File: src/rtl/mmd_pkg.sv
`timescale 1ns/1ps
package mmd_pkg;
   // Number of cells in the shortest selectable chain.
   function automatic int shortest_len(input int num_cells, input int len_bits);
      return num_cells - (1 << len_bits) + 1;
   endfunction

   // Cell count state: 0, 1 or 2 input ticks already taken in this output cycle.
   typedef logic [1:0] cell_cnt_t;
   localparam cell_cnt_t CNT_ZERO  = 2'd0;
   localparam cell_cnt_t CNT_PLAIN = 2'd1;
   localparam cell_cnt_t CNT_SWALW = 2'd2;
endpackage

File: src/rtl/mmd_cell.sv
`timescale 1ns/1ps
module mmd_cell
   import mmd_pkg::*;
(
   input  logic clk,
   input  logic rst,
   input  logic en_in,
   input  logic prog_bit,
   input  logic mod_in,
   input  logic active,
   output logic tick_out,
   output logic mod_out,
   output logic busy
);
   cell_cnt_t cnt;
   cell_cnt_t last_cnt;
   logic      at_end;

   // Take an extra input tick once per cycle when programmed and enabled.
   assign last_cnt = (prog_bit && mod_in) ? CNT_SWALW : CNT_PLAIN;
   assign at_end   = (cnt == last_cnt);

   always_ff @(posedge clk) begin
      if (rst || !active)
         cnt <= CNT_ZERO;
      else if (en_in)
         cnt <= at_end ? CNT_ZERO : cnt + 2'd1;
   end

   assign tick_out = active && en_in && at_end;
   assign mod_out  = mod_in && at_end;
   assign busy     = (cnt != CNT_ZERO);
endmodule

File: src/rtl/mmd_len_ctrl.sv
`timescale 1ns/1ps
module mmd_len_ctrl
   import mmd_pkg::*;
#(
   parameter int NUM_CELLS = 8,
   parameter int LEN_BITS  = 2,
   localparam int NUM_LEN   = 1 << LEN_BITS,
   localparam int MIN_CELLS = shortest_len(NUM_CELLS, LEN_BITS)
) (
   input  logic [LEN_BITS-1:0]  len_q,
   input  logic [NUM_LEN-1:0]   cand_tick,
   output logic [NUM_CELLS-1:0] force_mod,
   output logic [NUM_CELLS-1:0] active_mask,
   output logic                 end_tick
);
   // Decoder: the last active cell gets its swallow-enable forced high.
   for (genvar i = 0; i < NUM_CELLS; i++) begin : g_dec
      if (i >= MIN_CELLS - 1 && i < NUM_CELLS - 1) begin : g_force
         assign force_mod[i] = (len_q == LEN_BITS'(i - MIN_CELLS + 1));
      end else begin : g_noforce
         assign force_mod[i] = 1'b0;
      end
      if (i < MIN_CELLS) begin : g_always_on
         assign active_mask[i] = 1'b1;
      end else begin : g_optional
         assign active_mask[i] = (len_q >= LEN_BITS'(i - MIN_CELLS + 1));
      end
   end

   // Multiplexer: the end-of-cycle tick comes from the last active cell.
   always_comb begin
      end_tick = 1'b0;
      for (int j = 0; j < NUM_LEN; j++)
         if (len_q == LEN_BITS'(j)) end_tick = cand_tick[j];
   end
endmodule

File: src/rtl/ext_mmd_divider.sv
`timescale 1ns/1ps
module ext_mmd_divider
   import mmd_pkg::*;
#(
   parameter int NUM_CELLS = 8,
   parameter int LEN_BITS  = 2
) (
   input  logic                 clk,
   input  logic                 rst,
   input  logic [NUM_CELLS-1:0] mod_word,
   input  logic [LEN_BITS-1:0]  len_sel,
   output logic                 div_pulse
);
   localparam int NUM_LEN   = 1 << LEN_BITS;
   localparam int MIN_CELLS = shortest_len(NUM_CELLS, LEN_BITS);

   if (MIN_CELLS < 1) begin : g_bad_len
      $error("length code selects more lengths than there are cells");
   end
   if (NUM_CELLS > 24) begin : g_bad_cells
      $error("cell count out of supported range");
   end

   logic [NUM_CELLS-1:0] prog_q;
   logic [LEN_BITS-1:0]  len_q;
   logic [NUM_CELLS-1:0] cell_en;
   logic [NUM_CELLS-1:0] cell_tick;
   logic [NUM_CELLS-1:0] cell_mod_in;
   logic [NUM_CELLS-1:0] cell_mod_out;
   logic [NUM_CELLS-1:0] cell_busy;
   logic [NUM_CELLS-1:0] force_mod;
   logic [NUM_CELLS-1:0] active_mask;
   logic                 end_tick;

   // Forward tick path and backward swallow-enable path with OR forcing.
   for (genvar i = 0; i < NUM_CELLS; i++) begin : g_chain
      if (i == 0) begin : g_first
         assign cell_en[i] = 1'b1;
      end else begin : g_next
         assign cell_en[i] = cell_tick[i-1];
      end
      if (i == NUM_CELLS - 1) begin : g_top
         assign cell_mod_in[i] = 1'b1;
      end else if (i >= MIN_CELLS - 1) begin : g_or
         assign cell_mod_in[i] = cell_mod_out[i+1] | force_mod[i];
      end else begin : g_plain
         assign cell_mod_in[i] = cell_mod_out[i+1];
      end

      mmd_cell u_cell (
         .clk      (clk),
         .rst      (rst),
         .en_in    (cell_en[i]),
         .prog_bit (prog_q[i]),
         .mod_in   (cell_mod_in[i]),
         .active   (active_mask[i]),
         .tick_out (cell_tick[i]),
         .mod_out  (cell_mod_out[i]),
         .busy     (cell_busy[i])
      );
   end

   mmd_len_ctrl #(
      .NUM_CELLS (NUM_CELLS),
      .LEN_BITS  (LEN_BITS)
   ) u_len (
      .len_q       (len_q),
      .cand_tick   (cell_tick[NUM_CELLS-1:MIN_CELLS-1]),
      .force_mod   (force_mod),
      .active_mask (active_mask),
      .end_tick    (end_tick)
   );

   // Settings are taken only when a division cycle closes.
   always_ff @(posedge clk) begin
      if (rst) begin
         prog_q    <= '0;
         len_q     <= '0;
         div_pulse <= 1'b0;
      end else begin
         div_pulse <= end_tick;
         if (end_tick) begin
            prog_q <= mod_word;
            len_q  <= len_sel;
         end
      end
   end
endmodule

File: config.mk
export PLATFORM = sky130hd
export DESIGN_NAME = ext_mmd_divider
export DESIGN_NICKNAME = d
export VERILOG_FILES = /design/src/rtl/mmd_pkg.sv /design/src/rtl/mmd_cell.sv /design/src/rtl/mmd_len_ctrl.sv /design/src/rtl/ext_mmd_divider.sv
export SDC_FILE = /design/constraint.sdc
export NUM_CORES = 1
export LEC_CHECK = 0
export BUFFER_PORTS_ARGS = -buffer_cell sky130_fd_sc_hd__clkbuf_2
export CELL_PAD_IN_SITES_DETAIL_PLACEMENT = 0
export CELL_PAD_IN_SITES_GLOBAL_PLACEMENT = 1
export CORE_MARGIN = 2
export CORE_UTILIZATION = 40
export DETAILED_ROUTE_END_ITERATION = 10
export HOLD_SLACK_MARGIN = 0.1
export PLACE_DENSITY_LB_ADDON = 0.1
export SLEW_MARGIN = 20
export SYNTH_ARGS = -nofsm -noshare
export SYNTH_HDL_FRONTEND = slang
export SYNTH_HIERARCHICAL = 1
export SYNTH_SLANG_ARGS = --single-unit
File: constraint.sdc
create_clock -name clk -period 12.72 [get_ports clk]
set_input_delay 0.636 -clock clk [delete_from_list [all_inputs] [get_ports clk]]
set_output_delay 0.636 -clock clk [all_outputs]
set_load 0.02 [all_outputs]
# Word level (Yosys, flattened, before mapping)
# Index checks and enable logic that the tools add are counted.
[word_totals]
reg_bits = 27
latchBits = 0
mem_bits_rw = 0
mem_bits_ro = 0
input_bits = 12
out_inout_bits = 1
wordCells = 86
memories = 0
[op_classes]
addsub = 8
multipliers = 0
n_div = 0
magnitude_cmp = 3
n_eq_ne = 11
n_shift = 0
n_mux = 19
bitwise_logic = 3
n_reduce_logical = 31
[op_table]
columns = ["operator", "n"]
rows = [
  ["2-bit 2-to-1 mux", 15],
  ["1-bit logical AND", 23],
  ["2-bit by 1-bit adder with 2-bit output (second input constant)", 8],
  ["2-bit == test", 8],
  ["2-bit == test (second input constant)", 2],
  ["2-bit greater-or-equal comparator (second input constant)", 2],
  ["1-bit 2-to-1 mux", 4],
  ["1-bit zero test", 3],
  ["1-bit logical OR", 3],
  ["1-bit bitwise OR", 3],
  ["2-bit by 1-bit == test with 1-bit output (second input constant)", 1],
  ["2-bit by 1-bit greater-or-equal comparator with 1-bit output (second input constant)", 1],
  ["2-bit zero test", 1],
  ["2-bit OR reduction", 1],
]

# Longest topological paths before layout
# Gate-level depths: netlist of the first run.
[depth]
ltp_word = 43
ltp_mapped = 26
ltp_nobuf = 25

# By module
# Netlist of the first run, hierarchy kept.
[by_module_without_submodules]
columns = ["mod", "instances", "cells_each", "area_per_inst_um2", "seq_area_each_um2"]
rows = [
  ["mmd_cell", 8, 21, 167.7, 40.0],
  ["ext_mmd_divider", 1, 38, 402.9, 220.2],
  ["mmd_len_ctrl", 1, 19, 138.9, 0.0],
]

# Least setup slack after synthesis of the first run
# OpenSTA, ideal clock, no wires.
[synth_path]
path_kind = "register -> register"
startpoint = "register g_chain[7].u_cell.cnt[0]"
endpoint = "register len_q[0]"
setup_ns = 0.117
arrival_ns = 5.440
required_time_ns = 12.603
path_slack_ns = 7.163
path_stages_with_launch = 27
path_buffers = 1
period_less_slack_ns = 5.557
cell_sequence = "dfxtp_1 -> inv_2 -> or3_1 -> a21boi_1 -> or2_2 -> a21boi_1 -> or2_2 -> a21boi_1 -> or2_2 -> a21boi_1 -> a21boi_1 -> a21boi_1 -> a21boi_1 -> nand2_1 -> nor3_1 -> o211a_1 -> o211a_1 -> o211a_1 -> o211a_1 -> o211a_1 -> o211a_1 -> o211a_1 -> o211a_1 -> mux4_2 -> buf_6 -> mux2i_1 -> nor2_1"
[synth_between]
elab_chain_cells = 42
word_cells_on_any_way = 45
cone_classes = "8 x eq/ne; 11 x mux; 3 x bitwise; 23 x reduce/logical"
[synth_rtl]
columns = ["element", "line", "text"]
rows = [
  ["start, declared", "mmd_cell.sv:15", "cell_cnt_t cnt;"],
  ["start signal, assigned", "mmd_cell.sv:27", "cnt <= at_end ? CNT_ZERO : cnt + 2'd1;"],
  ["2-bit == test *", "mmd_cell.sv:21", "assign at_end = (cnt == last_cnt);"],
  ["named net cell_mod_out[7]", "ext_mmd_divider.sv:29", "logic [NUM_CELLS-1:0] cell_mod_out;"],
  ["1-bit bitwise OR *", "ext_mmd_divider.sv:45", "assign cell_mod_in[i] = cell_mod_out[i+1] | force_mod[i];"],
  ["named net cell_mod_in[6]", "ext_mmd_divider.sv:28", "logic [NUM_CELLS-1:0] cell_mod_in;"],
  ["1-bit logical AND", "mmd_cell.sv:20", "assign last_cnt = (prog_bit && mod_in) ? CNT_SWALW : CNT_PLAIN;"],
  ["2-bit 2-to-1 mux", "mmd_cell.sv:20", ""],
  ["2-bit == test", "mmd_cell.sv:21", ""],
  ["1-bit logical AND *", "mmd_cell.sv:31", "assign mod_out = mod_in && at_end;"],
  ["named net cell_mod_out[6]", "ext_mmd_divider.sv:29", ""],
  ["(+1 left out)", "n/a", ""],
  ["named net cell_mod_in[5]", "ext_mmd_divider.sv:28", ""],
  ["(+4 left out)", "n/a", ""],
  ["named net cell_mod_out[5]", "ext_mmd_divider.sv:29", ""],
  ["(+1 left out)", "n/a", ""],
  ["named net cell_mod_in[4]", "ext_mmd_divider.sv:28", ""],
  ["(+4 left out)", "n/a", ""],
  ["named net cell_mod_in[3]", "ext_mmd_divider.sv:28", ""],
  ["(+4 left out)", "n/a", ""],
  ["named net cell_mod_in[2]", "ext_mmd_divider.sv:28", ""],
  ["(+4 left out)", "n/a", ""],
  ["named net cell_mod_in[1]", "ext_mmd_divider.sv:28", ""],
  ["(+4 left out)", "n/a", ""],
  ["named net cell_mod_in[0]", "ext_mmd_divider.sv:28", ""],
  ["(+3 left out)", "n/a", ""],
  ["named net cell_en[1]", "ext_mmd_divider.sv:26", "logic [NUM_CELLS-1:0] cell_en;"],
  ["(+1 left out)", "n/a", ""],
  ["named net cell_en[2]", "ext_mmd_divider.sv:26", ""],
  ["(+1 left out)", "n/a", ""],
  ["named net cell_en[3]", "ext_mmd_divider.sv:26", ""],
  ["(+1 left out)", "n/a", ""],
  ["named net cell_en[4]", "ext_mmd_divider.sv:26", ""],
  ["(+1 left out)", "n/a", ""],
  ["named net cell_en[5]", "ext_mmd_divider.sv:26", ""],
  ["1-bit logical AND * (2 in a row)", "mmd_cell.sv:30", "assign tick_out = active && en_in && at_end;"],
  ["named net cell_en[6]", "ext_mmd_divider.sv:26", ""],
  ["1-bit logical AND * (2 in a row)", "mmd_cell.sv:30", ""],
  ["named net cell_en[7]", "ext_mmd_divider.sv:26", ""],
  ["1-bit logical AND * (2 in a row)", "mmd_cell.sv:30", ""],
  ["named net cell_tick[7]", "ext_mmd_divider.sv:27", "logic [NUM_CELLS-1:0] cell_tick;"],
  ["1-bit 2-to-1 mux *", "mmd_len_ctrl.sv:34", "if (len_q == LEN_BITS'(j)) end_tick = cand_tick[j];"],
  ["named net end_tick", "ext_mmd_divider.sv:33", "logic end_tick;"],
  ["end signal, assigned", "ext_mmd_divider.sv:84", "len_q <= len_sel;"],
  ["end, declared", "ext_mmd_divider.sv:25", "logic [LEN_BITS-1:0] len_q;"],
]
# The timed path passes the listed nets; every way through them passes the cells marked *.
# A chain may end at the register's enable or synchronous reset.

# Worst setup path after layout of the first run
[layout_path]
startpoint = "register g_chain[7].u_cell.cnt[0]"
endpoint = "register prog_q[5]"
[layout_between]
elab_chain_cells = 42
word_cells_on_any_way = 45
cone_classes = "8 x eq/ne; 11 x mux; 3 x bitwise; 23 x reduce/logical"
[layout_rtl]
columns = ["element", "line", "text"]
rows = [
  ["2-bit == test *", "mmd_cell.sv:21", ""],
  ["named net cell_mod_out[7]", "ext_mmd_divider.sv:29", ""],
  ["1-bit bitwise OR *", "ext_mmd_divider.sv:45", ""],
  ["named net cell_mod_in[6]", "ext_mmd_divider.sv:28", ""],
  ["1-bit logical AND", "mmd_cell.sv:20", ""],
  ["2-bit 2-to-1 mux", "mmd_cell.sv:20", ""],
  ["2-bit == test", "mmd_cell.sv:21", ""],
  ["1-bit logical AND *", "mmd_cell.sv:31", ""],
  ["named net cell_mod_out[6]", "ext_mmd_divider.sv:29", ""],
  ["(+1 left out)", "n/a", ""],
  ["named net cell_mod_in[5]", "ext_mmd_divider.sv:28", ""],
  ["(+4 left out)", "n/a", ""],
  ["named net cell_mod_out[5]", "ext_mmd_divider.sv:29", ""],
  ["(+1 left out)", "n/a", ""],
  ["named net cell_mod_in[4]", "ext_mmd_divider.sv:28", ""],
  ["(+4 left out)", "n/a", ""],
  ["named net cell_mod_in[3]", "ext_mmd_divider.sv:28", ""],
  ["(+4 left out)", "n/a", ""],
  ["named net cell_mod_in[2]", "ext_mmd_divider.sv:28", ""],
  ["(+4 left out)", "n/a", ""],
  ["named net cell_mod_in[1]", "ext_mmd_divider.sv:28", ""],
  ["(+4 left out)", "n/a", ""],
  ["named net cell_mod_in[0]", "ext_mmd_divider.sv:28", ""],
  ["(+3 left out)", "n/a", ""],
  ["named net cell_en[1]", "ext_mmd_divider.sv:26", ""],
  ["(+1 left out)", "n/a", ""],
  ["named net cell_en[2]", "ext_mmd_divider.sv:26", ""],
  ["(+1 left out)", "n/a", ""],
  ["named net cell_en[3]", "ext_mmd_divider.sv:26", ""],
  ["(+1 left out)", "n/a", ""],
  ["named net cell_en[4]", "ext_mmd_divider.sv:26", ""],
  ["(+1 left out)", "n/a", ""],
  ["named net cell_en[5]", "ext_mmd_divider.sv:26", ""],
  ["1-bit logical AND * (2 in a row)", "mmd_cell.sv:30", ""],
  ["named net cell_en[6]", "ext_mmd_divider.sv:26", ""],
  ["1-bit logical AND * (2 in a row)", "mmd_cell.sv:30", ""],
  ["named net cell_en[7]", "ext_mmd_divider.sv:26", ""],
  ["1-bit logical AND * (2 in a row)", "mmd_cell.sv:30", ""],
  ["named net cell_tick[7]", "ext_mmd_divider.sv:27", ""],
  ["1-bit 2-to-1 mux *", "mmd_len_ctrl.sv:34", ""],
  ["named net end_tick", "ext_mmd_divider.sv:33", ""],
  ["end signal, assigned", "ext_mmd_divider.sv:83", "prog_q <= mod_word;"],
  ["end, declared", "ext_mmd_divider.sv:24", "logic [NUM_CELLS-1:0] prog_q;"],
]
# Marks and branches as above.

==> metrics.txt, run 1 <==
Final Wtd Congestion=0.776; CP Launch Point=g_chain[7].u_cell/cnt[0]; RSZ-0062 raised after global routing=false; nets@finish=249; initial core utilization=0.415; R2R Setup Slk=6260 ps; final hold vios=0; status=finished clean; routed wl met3=68 um; Synth Warn #=6; fin. max-slew vios=0; clk sinks=27; CP required=12880 ps; die height=71.0 um; WL met1=roughly 1600 um; CP arrival=about 6600 ps; Setup TNS=0 ps; CTS Root Cell=clkbuf_8; Worst-path clk slew=100 ps; Worst VDD drop=0.0301 mV; TritonCTS Buffers=3; Bufs and invs on worst path=1; clk buf depth=2; P per Cell Area=between 70 and 80 nW/um^2; fmax=around 0.15 GHz; max-cap violations=0; hold wc startpoint=prog_q[0]; CP startpoint kind=flip-flop; final core occ=0.451; full die area=5030 um^2; Met2 Wirelength=between 1500 and 2000 um; DR pass1 iterations=4; slowest stage cell, crit path=mux4_2; worst r2r src=g_chain[7].u_cell/cnt[0]; Crit Path Max Fanout=11; All-Layer GR Usage=0.147; total power draw=between 0.1 and 0.15 mW; Final ANT Viol Nets=0; Post-DP HPWL=roughly 2600 um; Core ar.=4320 um^2; worst hold path type=reg -> reg; Total Routed Length=3370 um; Pleak=0.767 nW; global-route wire length before repair=6080 um; slowest stage delay, CP=460 ps; largest net degree at the start of global routing=20; Layout Skew=3.20 ps; setup violators final=0; row count=24; post-cts sizing count=0; initial antenna violation count=0; Setup Crit Path Kind=reg -> reg; Cells after Synth=~210; Crit path max-delay family=compound AO/OA/AOI/OAI gates; Die W=71.0 um; vias in the first global route=1366; insertion delay to the later sink of the worst-skew pair=between 200 and 300 ps; # diodes=0; initial DRC count=56; Syn Area/Cell=8.62 um^2; port buffer count=12; Tmin final=6460 ps; Highest Signal Layer=met4; Area growth syn-to-layout=8.86%; DR vias/cell=5.19; Post-CTS Setup Repair Bufs=0; DRC viols=0; Syn Std Cell Area=1790 um^2; final worst path period share=0.507; fraction of layout cells with a size suffix above 1=0.197; htree depth=1; vias=roughly 1500; WL/cell=12.0 um; crit-path most repeated cell=o211a_1; grt total ovfl=0; WHS=about 560 ps; num ports=13; CTS tree=built; Worst setup EP type=flip-flop; hold buffers post-CTS=0
state kept, by name (all words and copies together) (netlist names):
signal	count
len_q	2
div_pulse	1
prog_q	8
g_chain.u_cell/cnt	16
metal layers:
layer	up-vias	GRT usage
met5	-	0
met4	0	0.0545
met3	2	0.0214
met2	11	0.252
met1	683	0.188
li1	756	-
placed cells by master (no fill, tap or decap), drive strengths merged:
cell      n
a2111oi   8
a21bo     8
a21boi    7
a21oi     8
a31oi     8
and2      1
and2b     1
clkbuf   15
clkinv    1
conb     14
dfxtp    27
ha        8
inv      16
mux2i    18
mux4      1
nand2     8
nand2b    8
nand3     7
nor2     27
nor2b    10
nor3      8
o211a     8
or2       4
or3       7
tightest hold or removal path, cell delays in order (launching register included):
cell and delay (ps):
dfxtp_1 350, mux2i_1 130, nor2_1 50
path summary, 6_finish.rpt:
path,to,depth (start not counted)
max,prog_q[5],25
min,prog_q[0],2
max reg2reg,prog_q[5],25
min reg2reg,prog_q[0],2
through the flow:
step,cell area [um^2],setup slack (ps),cells
final,1950,6260,280
after global routing,1950,5650,280
after CTS,1950,6190,280
after detailed placement,1910,6210,276
after global placement,1910,6360,276
after floorplan,1840,7190,220
power by group:
group,switching [mW],leakage [nW],internal (mW)
Clock,0.0286,0.0255,0.0220
Sequential,0.000383,0.218,0.0848
Combinational,0.00381,0.524,0.00300
Total,0.0328,0.767,0.110
area by class of cell:
| cell class | count | area [um^2] |
|---|---|---|
| clock buffers | 3 | 41.3 |
| multi-input cells | 169 | 1180 |
| fillers | 449 | 2370 |
| well taps | 52 | 65.1 |
| flip-flops and latches | 27 | 541 |
| inverters | 16 | 60.1 |
| repair buffers | 12 | 60.1 |
| clock inverters | 1 | 5.00 |
Power figures use the tool's default switching activity.
==> run 2, diff against run 1 <==
--- a/config.mk
+++ b/config.mk
@@ -5,6 +5,7 @@
 export SDC_FILE = /design/constraint.sdc
 export NUM_CORES = 1
 export LEC_CHECK = 0
+export ABC_AREA = 1
 export BUFFER_PORTS_ARGS = -buffer_cell sky130_fd_sc_hd__clkbuf_2
 export CELL_PAD_IN_SITES_DETAIL_PLACEMENT = 0
 export CELL_PAD_IN_SITES_GLOBAL_PLACEMENT = 1
==> constraint.sdc (replaced) <==
create_clock -name clk -period 6.7 [get_ports clk]
set_input_delay 0.335 -clock clk [delete_from_list [all_inputs] [get_ports clk]]
set_output_delay 0.335 -clock clk [all_outputs]
set_load 0.02 [all_outputs]
==> run 2 against run 1 <==
Via count grew 0.21%; clock power up 91%; non-clock buffer count up 8; largest power group unchanged; synthesized cell count increased by 31%; clock skew is essentially flat; critical path type unchanged; flip-flop and latch count did not move.
==> metrics.txt, run 2 <==
DRC viols=0 (unchanged); DR pass1 iterations=4 (unchanged); post-cts sizing count=0 (unchanged); Layout Skew=3.44 ps (+0.234 ps); Worst setup EP type=flip-flop; Die W=69.4 um (-2.1%); num ports=13 (unchanged); Post-CTS Setup Repair Bufs=0 (unchanged); All-Layer GR Usage=0.133 (-0.0143); TritonCTS Buffers=3 (unchanged); Total Routed Length=2940 um (-13%); WL/cell=8.42 um (-30%); worst hold path type=in -> reg; CP required=6880 ps (-6000 ps); Syn Area/Cell=6.27 um^2 (-27%); Worst-path clk slew=100 ps (about the same); P per Cell Area=140 nW/um^2 (+91%); Final ANT Viol Nets=0 (unchanged); Core ar.=4060 um^2 (-6.2%); setup violators final=0 (unchanged); Synth Warn #=6 (unchanged); vias in the first global route=1291 (-5.5%); status=finished clean; CTS tree=built; fraction of layout cells with a size suffix above 1=0.177 (-0.0201); Worst VDD drop=0.0728 mV (+140%); Tmin final=5980 ps (-479 ps); Final Wtd Congestion=0.811 (+4.5%); most frequent cells in the layout=nand2_1 (78), nor2_1 (42), inv_1 (39); Crit Path Max Fanout=21 (+10); Area growth syn-to-layout=13.9%; insertion delay to the later sink of the worst-skew pair=280 ps (about the same); CTS Root Cell=clkbuf_8; final worst path period share=0.892 (+0.384); die height=69.4 um (-2.1%); CP arrival=6160 ps (-460 ps); DP Area=1880 um^2 (-1.2%); DR vias/cell=4.17 (-20%); full die area=4820 um^2 (-4.2%); Largest register FFs=16 (unchanged); Syn Std Cell Area=1710 um^2 (-4.5%); top flop regs=g_chain.u_cell/cnt: 16 flops, prog_q: 8 flops, len_q: 2 flops; final core occ=0.481 (+0.0293); grt total ovfl=0 (unchanged); crit-path most repeated cell=nand2_1; slowest stage delay, CP=320 ps (-140 ps); port buffer count=12 (unchanged); most common cell after layout, fill and taps aside=nand2_1; post-route cell area=1950 um^2 (about the same); row count=23 (-4.2%); vias=1455 (+0.21%); initial antenna violation count=0 (unchanged); largest register by flop count=g_chain.u_cell/cnt; largest net degree at the start of global routing=22 (+10%); initial core utilization=0.422 (+0.00750); max-cap violations=0 (unchanged); hold buffers post-CTS=0 (unchanged); slowest stage cell, crit path=dfxtp_1; fin. max-slew vios=0 (unchanged); CP startpoint kind=flip-flop; initial DRC count=57 (+1.8%); final hold vios=0 (unchanged); Post-DP HPWL=2220 um (-14%); global-route wire length before repair=5350 um (-12%); Pleak=0.950 nW (+24%); nets@finish=320 (+29%); clk sinks=27 (unchanged); Setup Crit Path Kind=reg -> reg; # diodes=0 (unchanged); Cells after Synth=273 (+31%); clk buf depth=2 (unchanged); fmax=0.167 GHz (+8.0%); htree depth=1 (unchanged)
run 2: critical path, delay by kind of cell, from the launching register on:
| family | cells | cell delay (ps) |
|---|---|---|
| AOI/OAI and AO/OA | 7 | 900 |
| buffers and inverters | 8 | 510 |
| DFF | 1 | 320 |
| and+or+nand+nor | 41 | 4120 |
run 2: final cells by class:
class	count	area (um^2)
clock buffer	3	41.3
clock inverter	1	5.00
fill	449	2110
inverter	48	180
multi-input combinational	200	987
sequential	27	542
tap	50	62.6
timing repair buffer	20	133
run 2: worst paths after layout:
path / start / end / slack (ps) / cells after the start
min reg2reg: prog_q[4] / prog_q[4] / 480 / 2
min: mod_word[7] / prog_q[7] / 330 / 5
max reg2reg: prog_q[7] / len_q[0] / 720 / 56
max: prog_q[7] / len_q[0] / 720 / 56
run 2: metrics by stage:
stage,TNS [ps],power [mW],setup WS (ps),hold WS (ps),std cells
finish,0,0.273,724,326,349
global placement,0,0.180,337,466,345
detailed placement,0,0.180,281,467,345
floorplan,0,0.176,638,406,283
global route,-5.51,0.287,-2.47,334,349
CTS,0,0.279,247,319,349
run 2: metal layers:
layer / wire length [um] / track usage / vias to the layer above / share of wire
li1: - / - / 844 / -
met1: 1650 / 0.184 / 593 / 0.56
met2: 1180 / 0.206 / 14 / 0.40
met3: 65 / 0.0218 / 4 / 0.022
met4: 40 / 0.0523 / 0 / 0.014
met5: 0 / 0 / - / 0
run 2: power by group:
group          switching (mW)  internal (mW)  leakage (nW)
logic                 0.00909        0.00585         0.706
registers            0.000433          0.161         0.218
clock network          0.0547         0.0418        0.0255
total                  0.0642          0.208         0.950
